## src/rtl/thermal_pkg.sv

```systemverilog
package thermal_pkg;
  typedef enum logic {
    SRC_INT = 1'b0,
    SRC_EXT = 1'b1
  } src_e;
endpackage

```

## src/rtl/thr_sync.sv

```systemverilog
module thr_sync #(
  parameter int   STAGES  = 2,
  parameter logic RST_VAL = 1'b1
) (
  input  logic clk,
  input  logic rst_n,
  input  logic d_i,
  output logic q_o
);
  logic [STAGES-1:0] chain_q;
  logic [STAGES-1:0] chain_d;

  always_comb begin
    chain_d = {chain_q[STAGES-2:0], d_i};
  end

  always_ff @(posedge clk or negedge rst_n) begin
    if (!rst_n) chain_q <= {STAGES{RST_VAL}};
    else        chain_q <= chain_d;
  end

  assign q_o = chain_q[STAGES-1];
endmodule

```

## src/rtl/thr_mask.sv

```systemverilog
module thr_mask #(
  parameter int DEPTH = 2
) (
  input  logic clk,
  input  logic rst_n,
  input  logic drive_i,
  output logic mask_o
);
  logic [DEPTH-1:0] hist_q;
  logic [DEPTH-1:0] hist_d;

  generate
    if (DEPTH == 1) begin : g_one
      always_comb hist_d = drive_i;
    end else begin : g_many
      always_comb hist_d = {hist_q[DEPTH-2:0], drive_i};
    end
  endgenerate

  always_ff @(posedge clk or negedge rst_n) begin
    if (!rst_n) hist_q <= '0;
    else        hist_q <= hist_d;
  end

  assign mask_o = drive_i | (|hist_q);
endmodule

```

## src/rtl/thr_core.sv

```systemverilog
module thr_core
  import thermal_pkg::*;
(
  input  logic clk,
  input  logic rst_n,
  input  logic sensor_i,
  input  logic en_i,
  input  logic line_low_i,
  input  logic mask_i,
  output logic drive_o,
  output logic thr_o,
  output src_e src_o
);
  logic drive_q, drive_d;
  logic ext_lat_q, ext_lat_d;
  logic thr_q, thr_d;
  src_e src_q, src_d;
  logic src_ld;

  always_comb begin
    drive_d   = sensor_i;
    ext_lat_d = en_i & line_low_i & (ext_lat_q | ~mask_i);
    thr_d     = en_i & (drive_q | ext_lat_d);
    src_ld    = thr_d & ~thr_q;
    src_d     = drive_q ? SRC_INT : SRC_EXT;
  end

  always_ff @(posedge clk or negedge rst_n) begin
    if (!rst_n) begin
      drive_q   <= 1'b0;
      ext_lat_q <= 1'b0;
      thr_q     <= 1'b0;
      src_q     <= SRC_INT;
    end else begin
      drive_q   <= drive_d;
      ext_lat_q <= ext_lat_d;
      thr_q     <= thr_d;
      if (src_ld) src_q <= src_d;
    end
  end

  assign drive_o = drive_q;
  assign thr_o   = thr_q;
  assign src_o   = src_q;

  assert_drive_follow_R2: assert property (@(posedge clk) disable iff (!rst_n)
    1'b1 |=> drive_q == $past(sensor_i));
  assert_no_thr_wo_en_R6: assert property (@(posedge clk) disable iff (!rst_n)
    !en_i |=> !thr_q);
  assert_ext_release_R5: assert property (@(posedge clk) disable iff (!rst_n)
    !line_low_i |=> !ext_lat_q);
  assert_no_self_trigger_R7: assert property (@(posedge clk) disable iff (!rst_n)
    (mask_i && !ext_lat_q) |=> !ext_lat_q);
  assert_src_hold_R8: assert property (@(posedge clk) disable iff (!rst_n)
    !$rose(thr_q) |-> $stable(src_q));
  assert_src_load_R8: assert property (@(posedge clk) disable iff (!rst_n)
    $rose(thr_q) |-> (src_q == ($past(drive_q) ? SRC_INT : SRC_EXT)));
endmodule

```

## src/rtl/thermal_throttle.sv

```systemverilog
module thermal_throttle
  import thermal_pkg::*;
#(
  parameter int SYNC_STAGES = 2
) (
  input  logic clk,
  input  logic rst_n,
  input  logic sensor_hot_i,
  input  logic tcc_enable_i,
  input  logic hot_line_i,
  output logic hot_drive_o,
  output logic throttle_o,
  output logic cause_ext_o
);
  localparam int MASK_DEPTH = SYNC_STAGES;

  logic line_sync;
  logic line_low;
  logic mask;
  logic drive;
  logic thr;
  src_e src;

  thr_sync #(.STAGES(SYNC_STAGES), .RST_VAL(1'b1)) u_sync (
    .clk(clk), .rst_n(rst_n), .d_i(hot_line_i), .q_o(line_sync)
  );

  assign line_low = ~line_sync;

  thr_mask #(.DEPTH(MASK_DEPTH)) u_mask (
    .clk(clk), .rst_n(rst_n), .drive_i(drive), .mask_o(mask)
  );

  thr_core u_core (
    .clk(clk), .rst_n(rst_n),
    .sensor_i(sensor_hot_i), .en_i(tcc_enable_i),
    .line_low_i(line_low), .mask_i(mask),
    .drive_o(drive), .thr_o(thr), .src_o(src)
  );

  assign hot_drive_o = drive;
  assign throttle_o  = thr;
  assign cause_ext_o = (src == SRC_EXT);
endmodule

```

## config.mk

```make
export PLATFORM = sky130hd
export DESIGN_NAME = thermal_throttle
export DESIGN_NICKNAME = d
export VERILOG_FILES = /design/src/rtl/thermal_pkg.sv /design/src/rtl/thr_sync.sv /design/src/rtl/thr_mask.sv /design/src/rtl/thr_core.sv /design/src/rtl/thermal_throttle.sv
export SDC_FILE = /design/constraint.sdc
export NUM_CORES = 1
export LEC_CHECK = 0
export CORE_AREA = 2 2 39 41
export DETAILED_ROUTE_END_ITERATION = 7
export DIE_AREA = 0 0 41 43
export PLACE_DENSITY = 0.47
export SETUP_SLACK_MARGIN = 0.3
export SLEW_MARGIN = 20
export SYNTH_ARGS = -nofsm -noshare
export SYNTH_HDL_FRONTEND = slang
export SYNTH_SLANG_ARGS = --single-unit
```

## constraint.sdc

```tcl
create_clock -name clk -period 2.1 [get_ports clk]
set_input_delay 0.21 -clock clk [delete_from_list [all_inputs] [get_ports clk]]
set_output_delay 0.21 -clock clk [all_outputs]
set_load 0.01 [all_outputs]
```

==> results of run 1 <==
-- registers in the layout (all words and copies together), names as in the netlist --
name and flops:
u_core.drive_o 1, u_core.src_o 1, u_core.thr_o 1, u_mask.hist_q 2, u_sync.chain_q 2, u_core.ext_lat_q 1
-- routing by layer --
metal  up-vias  routed length [µm]  GRT usage (%)
met4         0                   0          6.000
li1         81                   -              -
met1        82                 165          7.973
met5         -                   0              0
met2         8                 202          9.063
met3         0                  44          1.571
-- kinds of logic after synthesis --
group                  synth area share (%)
AOI/OAI and AO/OA                     16.59
buffers and inverters                 1.381
DFF                                   74.65
and+or+nand+nor                       7.374
-- layout make-up --
type / count / area, µm² / share of cell area, %
clock buffers: 4 / 26.28 / 6.774
inverters: 1 / 3.754 / 0.9677
multi-input cells: 8 / 65.06 / 16.77
flip-flops and latches: 8 / 202.7 / 52.26
well taps: 16 / 20.02 / 5.161
repair buffers: 7 / 70.07 / 18.06
-- Yosys cell counts --
| cell | instances | area share (%) |
|---|---|---|
| sky130_fd_sc_hd__dfrtp_1 | 6 | 55 |
| sky130_fd_sc_hd__nor2b_1 | 1 | 2.3 |
| sky130_fd_sc_hd__inv_1 | 1 | 1.4 |
| sky130_fd_sc_hd__a31oi_1 | 1 | 2.3 |
| sky130_fd_sc_hd__o211a_1 | 1 | 3.7 |
| sky130_fd_sc_hd__dfstp_2 | 2 | 19 |
| sky130_fd_sc_hd__o21bai_4 | 1 | 6.9 |
| sky130_fd_sc_hd__nor3_1 | 1 | 1.8 |
| sky130_fd_sc_hd__a21oi_1 | 2 | 3.7 |
| sky130_fd_sc_hd__nor2b_2 | 1 | 3.2 |
-- through the flow --
stage | setup slack (ps) | cell area, µm² | util, %
after floorplan | 1263 | 271.5 | -
after global placement | 941.7 | 361.6 | 26.13
after detailed placement | 938.7 | 361.6 | 26.13
after CTS | 663.3 | 387.9 | 28.03
after global routing | 633.4 | 387.9 | 28.03
final | 673.2 | 387.9 | 28.03
-- where the power goes --
| group | internal, W | total (W) | switching [W] |
|---|---|---|---|
| registers | 0.000165 | 0.000172 | 0.00000662 |
| logic | 0.0000202 | 0.0000321 | 0.0000120 |
| clock network | 0.0000724 | 0.000121 | 0.0000481 |
| total | 0.000258 | 0.000324 | 0.0000667 |
-- path summary, 6_finish.rpt --
kind                                              from                     endpoint  slack [ps]  depth (start not counted)
max                           u_core.drive_o$_DFF_PN0_                  hot_drive_o         670                          1
min                                              rst_n     u_core.drive_o$_DFF_PN0_         230                          1
max reg2reg                 u_core.ext_lat_q$_DFF_PN0_     u_core.src_o$_DFFE_PN0P_        1190                          3
min reg2reg                u_sync.chain_q[0]$_DFF_PN1_  u_sync.chain_q[1]$_DFF_PN1_         350                          0
max in group asynchronous                        rst_n  u_sync.chain_q[1]$_DFF_PN1_        1570                          1
min in group clk           u_sync.chain_q[0]$_DFF_PN1_  u_sync.chain_q[1]$_DFF_PN1_         350                          0
==> impl_metrics.tcl, run 1 <==
set metrics [dict create \
    p_leak_nw 0.1751 \
    slew_margin_rel_pct 77.08 \
    nFillCells 149 \
    rsz_0062_raised_after_global_routing "no" \
    place.gp.congestion 0.5565 \
    drt-pass1-iter-count 1 \
    cts_buffers 3 \
    worst_hold_path_type "in2async" \
    diodes 0 \
    design_power_total_w 0.0003242 \
    pwr_density_cell_mw_per_mm2 836.0 \
    fp.dieW_um 41 \
    synth.ff_latch_count 8 \
    drt_iter0_drcs 0 \
    post_drt_via_cell_ratio 3.886 \
    timing_worst_slew_pin_value_ps 342.7 \
    clock_insertion_delay_worst_skew_ps 250 \
    holdWs_ps 231.0 \
    dieArea_mm2 0.001763 \
    final_nets 34 \
    initial_core_util_pct 19.62 \
    layout.cells.most_common "sky130_fd_sc_hd__clkdlybuf4s50_1" \
    cts_tree "built" \
    gr-total-overflow 0 \
    crit_family "buffers and inverters" \
    routedWlPerCell_um 9.364 \
    core_box_area_mm2 0.001384 \
    max_stage_delay_ps 560 \
    setup_violations 0 \
    grt.total_usage_pct 6.592 \
    timing.final.max_slew_violations 0 \
    route.vias.total 171 \
    clock.fmax_mhz 700.9 \
    clockRootBuffer "sky130_fd_sc_hd__clkbuf_4" \
    ys_seq_area_share_pct 74.65 \
    cts.sink_count 8 \
    avg_synthesized_cell_area_um2 15.97 \
    status "finished clean" \
    final.setup_skew_ps 4.417 \
    clock_path_buffers 2 \
    layout-drive-gt1-share_pct 25.00 \
    finalWirelength_um 412 \
    placedCellCount 40 \
    path_cells "clkdlybuf4s50_1" \
    path_class "reg2out" \
    io_buffers 7 \
    ioPinCount 8 \
    cts-hold-fix-buffers 0 \
    syn-num-nets 22 \
    setup.worst_path.end_class "output pin" \
    finalHoldViolations 0 \
    grt_antenna_before_repair 0 \
    final_clock_period_utilization_by_the_worst_path_pct 67.94 \
    drv.max_cap_violation_count 0 \
    critPathRequiredTime_ps 1890 \
    area_growth_pct 42.86 \
    ir_drop_uv 271.3 \
    wire_length_of_the_first_global_routing_pass_um 745 \
    worst_ep_arrival_time_ps 1220 \
    post_synth_num_cell_types 10 \
    synth_cells 17 \
    synth.cell_area_um2 271.5 \
    mostFrequentLayoutCells "sky130_fd_sc_hd__clkdlybuf4s50_1, sky130_fd_sc_hd__dfrtp_1, sky130_fd_sc_hd__clkbuf_4, sky130_fd_sc_hd__a21oi_1, sky130_fd_sc_hd__dfstp_2" \
    period_minus_slack_ps 1427 \
    critPathBufInv 1 \
    crit_path_max_fanout 5 \
    placementRows 14 \
    number_of_buffers_inserted_to_repair_setup_after_cts 0 \
    drtAntennaViolNets 0 \
    chipHeight_um 43 \
    grt_start_max_net_pins 9 \
    worst_path_max_delay_cell "sky130_fd_sc_hd__clkdlybuf4s50_1" \
    cts.reportedPaths.clkPinSlew_ps 50 \
    stdcell_count 44 \
    remaining_drc_errors 0 \
    setup_total_negative_slack_ps 0 \
    synth.yosys.warnings 0 \
    cts-resized-gates 0 \
    setup.worst_path.start_class "flip-flop" \
    grt_pass1_vias 201 \
    h-tree-depth 1 \
]
Power figures use the tool's default switching activity.
==> run 2: changes to the inputs <==
==> constraint.sdc (replaced) <==
create_clock -name clk -period 1.4 [get_ports clk]
set_input_delay 0.14 -clock clk [delete_from_list [all_inputs] [get_ports clk]]
set_output_delay 0.14 -clock clk [all_outputs]
set_load 0.01 [all_outputs]
==> impl_metrics.tcl, run 2 (synthesis results as in run 1) <==
set metrics [dict create \
    worst_path_max_delay_cell "sky130_fd_sc_hd__dfrtp_1" \
    initial_core_util_pct 19.62 \
    crit_family "flip-flops" \
    ir_drop_uv 375.8 \
    biggestRegsByFlops "u_mask.hist_q x2, u_sync.chain_q x2" \
    clock.fmax_mhz 951.2 \
    ioPinCount 8 \
    sequentialPowerShare_pct 52.7 \
    mostFrequentLayoutCells "sky130_fd_sc_hd__dfrtp_1, sky130_fd_sc_hd__clkdlybuf4s50_1, sky130_fd_sc_hd__clkbuf_4, sky130_fd_sc_hd__dlygate4sd2_1" \
    drt-pass1-iter-count 2 \
    grt_pass1_vias 169 \
    clock_insertion_delay_worst_skew_ps 250 \
    core_box_area_mm2 0.001384 \
    path_cells "dlygate4sd2_1" \
    path_class "reg2out" \
    cts_buffers 3 \
    wire_length_of_the_first_global_routing_pass_um 669 \
    clockPowerShare_pct 37.5 \
    worst_hold_path_type "in2async" \
    cts_tree "built" \
    gr-total-overflow 0 \
    setup_violations 0 \
    final_clock_period_utilization_by_the_worst_path_pct 75.09 \
    regToRegSetupSlack_ps 480 \
    io_buffers 7 \
    chipHeight_um 43 \
    drt_iter0_drcs 3 \
    final_nets 35 \
    placementRows 14 \
    timing_worst_slew_pin_value_ps 342.3 \
    power_switching_share_pct 20.98 \
    critPathRequiredTime_ps 1260 \
    grt_antenna_before_repair 0 \
    p_int_w 0.0003831 \
    max_stage_delay_ps 380 \
    diodes 0 \
    grt_start_max_net_pins 9 \
    routedWlPerCell_um 8.978 \
    p_comb_share_pct 9.8 \
    crit_path_max_fanout 2 \
    clockRootBuffer "sky130_fd_sc_hd__clkbuf_4" \
    power.net_switching_w 0.0001017 \
    route.vias.total 168 \
    p_leak_nw 0.1876 \
    holdWs_ps 162.0 \
    finalHoldViolations 0 \
    h-tree-depth 1 \
    setup.worst_path.end_class "output pin" \
    dieArea_mm2 0.001763 \
    timing.final.max_slew_violations 0 \
    setup_total_negative_slack_ps 0 \
    fp.dieW_um 41 \
    rsz_0062_raised_after_global_routing "no" \
    pwr_density_cell_mw_per_mm2 1238 \
    clock_path_buffers 2 \
    post-dp-hpwl_um 309.5 \
    slew_margin_rel_pct 77.11 \
    finalWirelength_um 404 \
    final.setup_skew_ps 1.502 \
    cts-hold-fix-buffers 0 \
    critPathBufInv 1 \
    post_drt_via_cell_ratio 3.733 \
    setup.worst_path.start_class "flip-flop" \
    cts.sink_count 8 \
    layout-drive-gt1-share_pct 27.59 \
    cts.reportedPaths.clkPinSlew_ps 50 \
    drv.max_cap_violation_count 0 \
    status "finished clean" \
    period_minus_slack_ps 1051 \
    layout.cells.most_common "sky130_fd_sc_hd__dfrtp_1" \
    place.gp.congestion 0.5900 \
    area_growth_pct 44.24 \
    grt.total_usage_pct 6.193 \
    drtAntennaViolNets 0 \
    worst_ep_arrival_time_ps 910 \
    remaining_drc_errors 0 \
]
[run 2: power by group through the flow]
| stage | Clock (W) | Combinational (W) | Sequential (W) |
|---|---|---|---|
| 2_1_floorplan | 0 | 0.0000135 | 0.000263 |
| 3_3_place_gp | 0 | 0.0000487 | 0.000260 |
| 3_5_place_dp | 0 | 0.0000493 | 0.000261 |
| 4_1_cts | 0.000191 | 0.0000480 | 0.000256 |
| 5_1_grt | 0.000206 | 0.0000527 | 0.000257 |
| 6_report | 0.000182 | 0.0000473 | 0.000255 |
[run 2: final timing paths]
| check | from | endpoint | cells past startpoint |
|---|---|---|---|
| max | u_core.drive_o$_DFF_PN0_ | hot_drive_o | 1 |
| min | rst_n | u_core.drive_o$_DFF_PN0_ | 1 |
| max reg2reg | u_core.ext_lat_q$_DFF_PN0_ | u_core.src_o$_DFFE_PN0P_ | 3 |
| min reg2reg | u_sync.chain_q[0]$_DFF_PN1_ | u_sync.chain_q[1]$_DFF_PN1_ | 0 |
| max in group asynchronous | rst_n | u_sync.chain_q[1]$_DFF_PN1_ | 1 |
| min in group clk | hot_line_i | u_sync.chain_q[0]$_DFF_PN1_ | 1 |
[run 2: layout make-up]
type,instances,area [µm²]
tap,16,20.02
sequential,8,202.7
multi-input combinational,8,65.06
inverter,1,3.754
timing repair buffer,8,73.82
clock buffer,4,26.28
fill,152,992.2
[run 2: what timing repair did]
action | CTS | global route
gates resized for setup | 3 | 0
setup buffers | 1 | 0
endpoints found under the setup margin | 3 | 0
[run 2: layer usage]
| metal | routed length, µm | global-route usage (%) | up-vias |
|---|---|---|---|
| met5 | 0 | 0 | - |
| li1 | - | - | 83 |
| met2 | 186 | 6.563 | 8 |
| met3 | 46 | 3.141 | 0 |
| met4 | 0 | 6.000 | 0 |
| met1 | 171 | 8.333 | 77 |
[run 2: stage by stage]
stage               area, µm²  setup slack, ps  utilization [%]   power, W  instances
detailed placement      361.6            277.5            26.13  0.0003104         40
CTS                     391.6            334.5            28.30  0.0004951         45
floorplan               271.5            562.7                -  0.0002767         17
finish                  391.6            348.7            28.30  0.0004847         45
global placement        361.6            304.1            26.13  0.0003088         40
global route            391.6            312.5            28.30  0.0005154         45
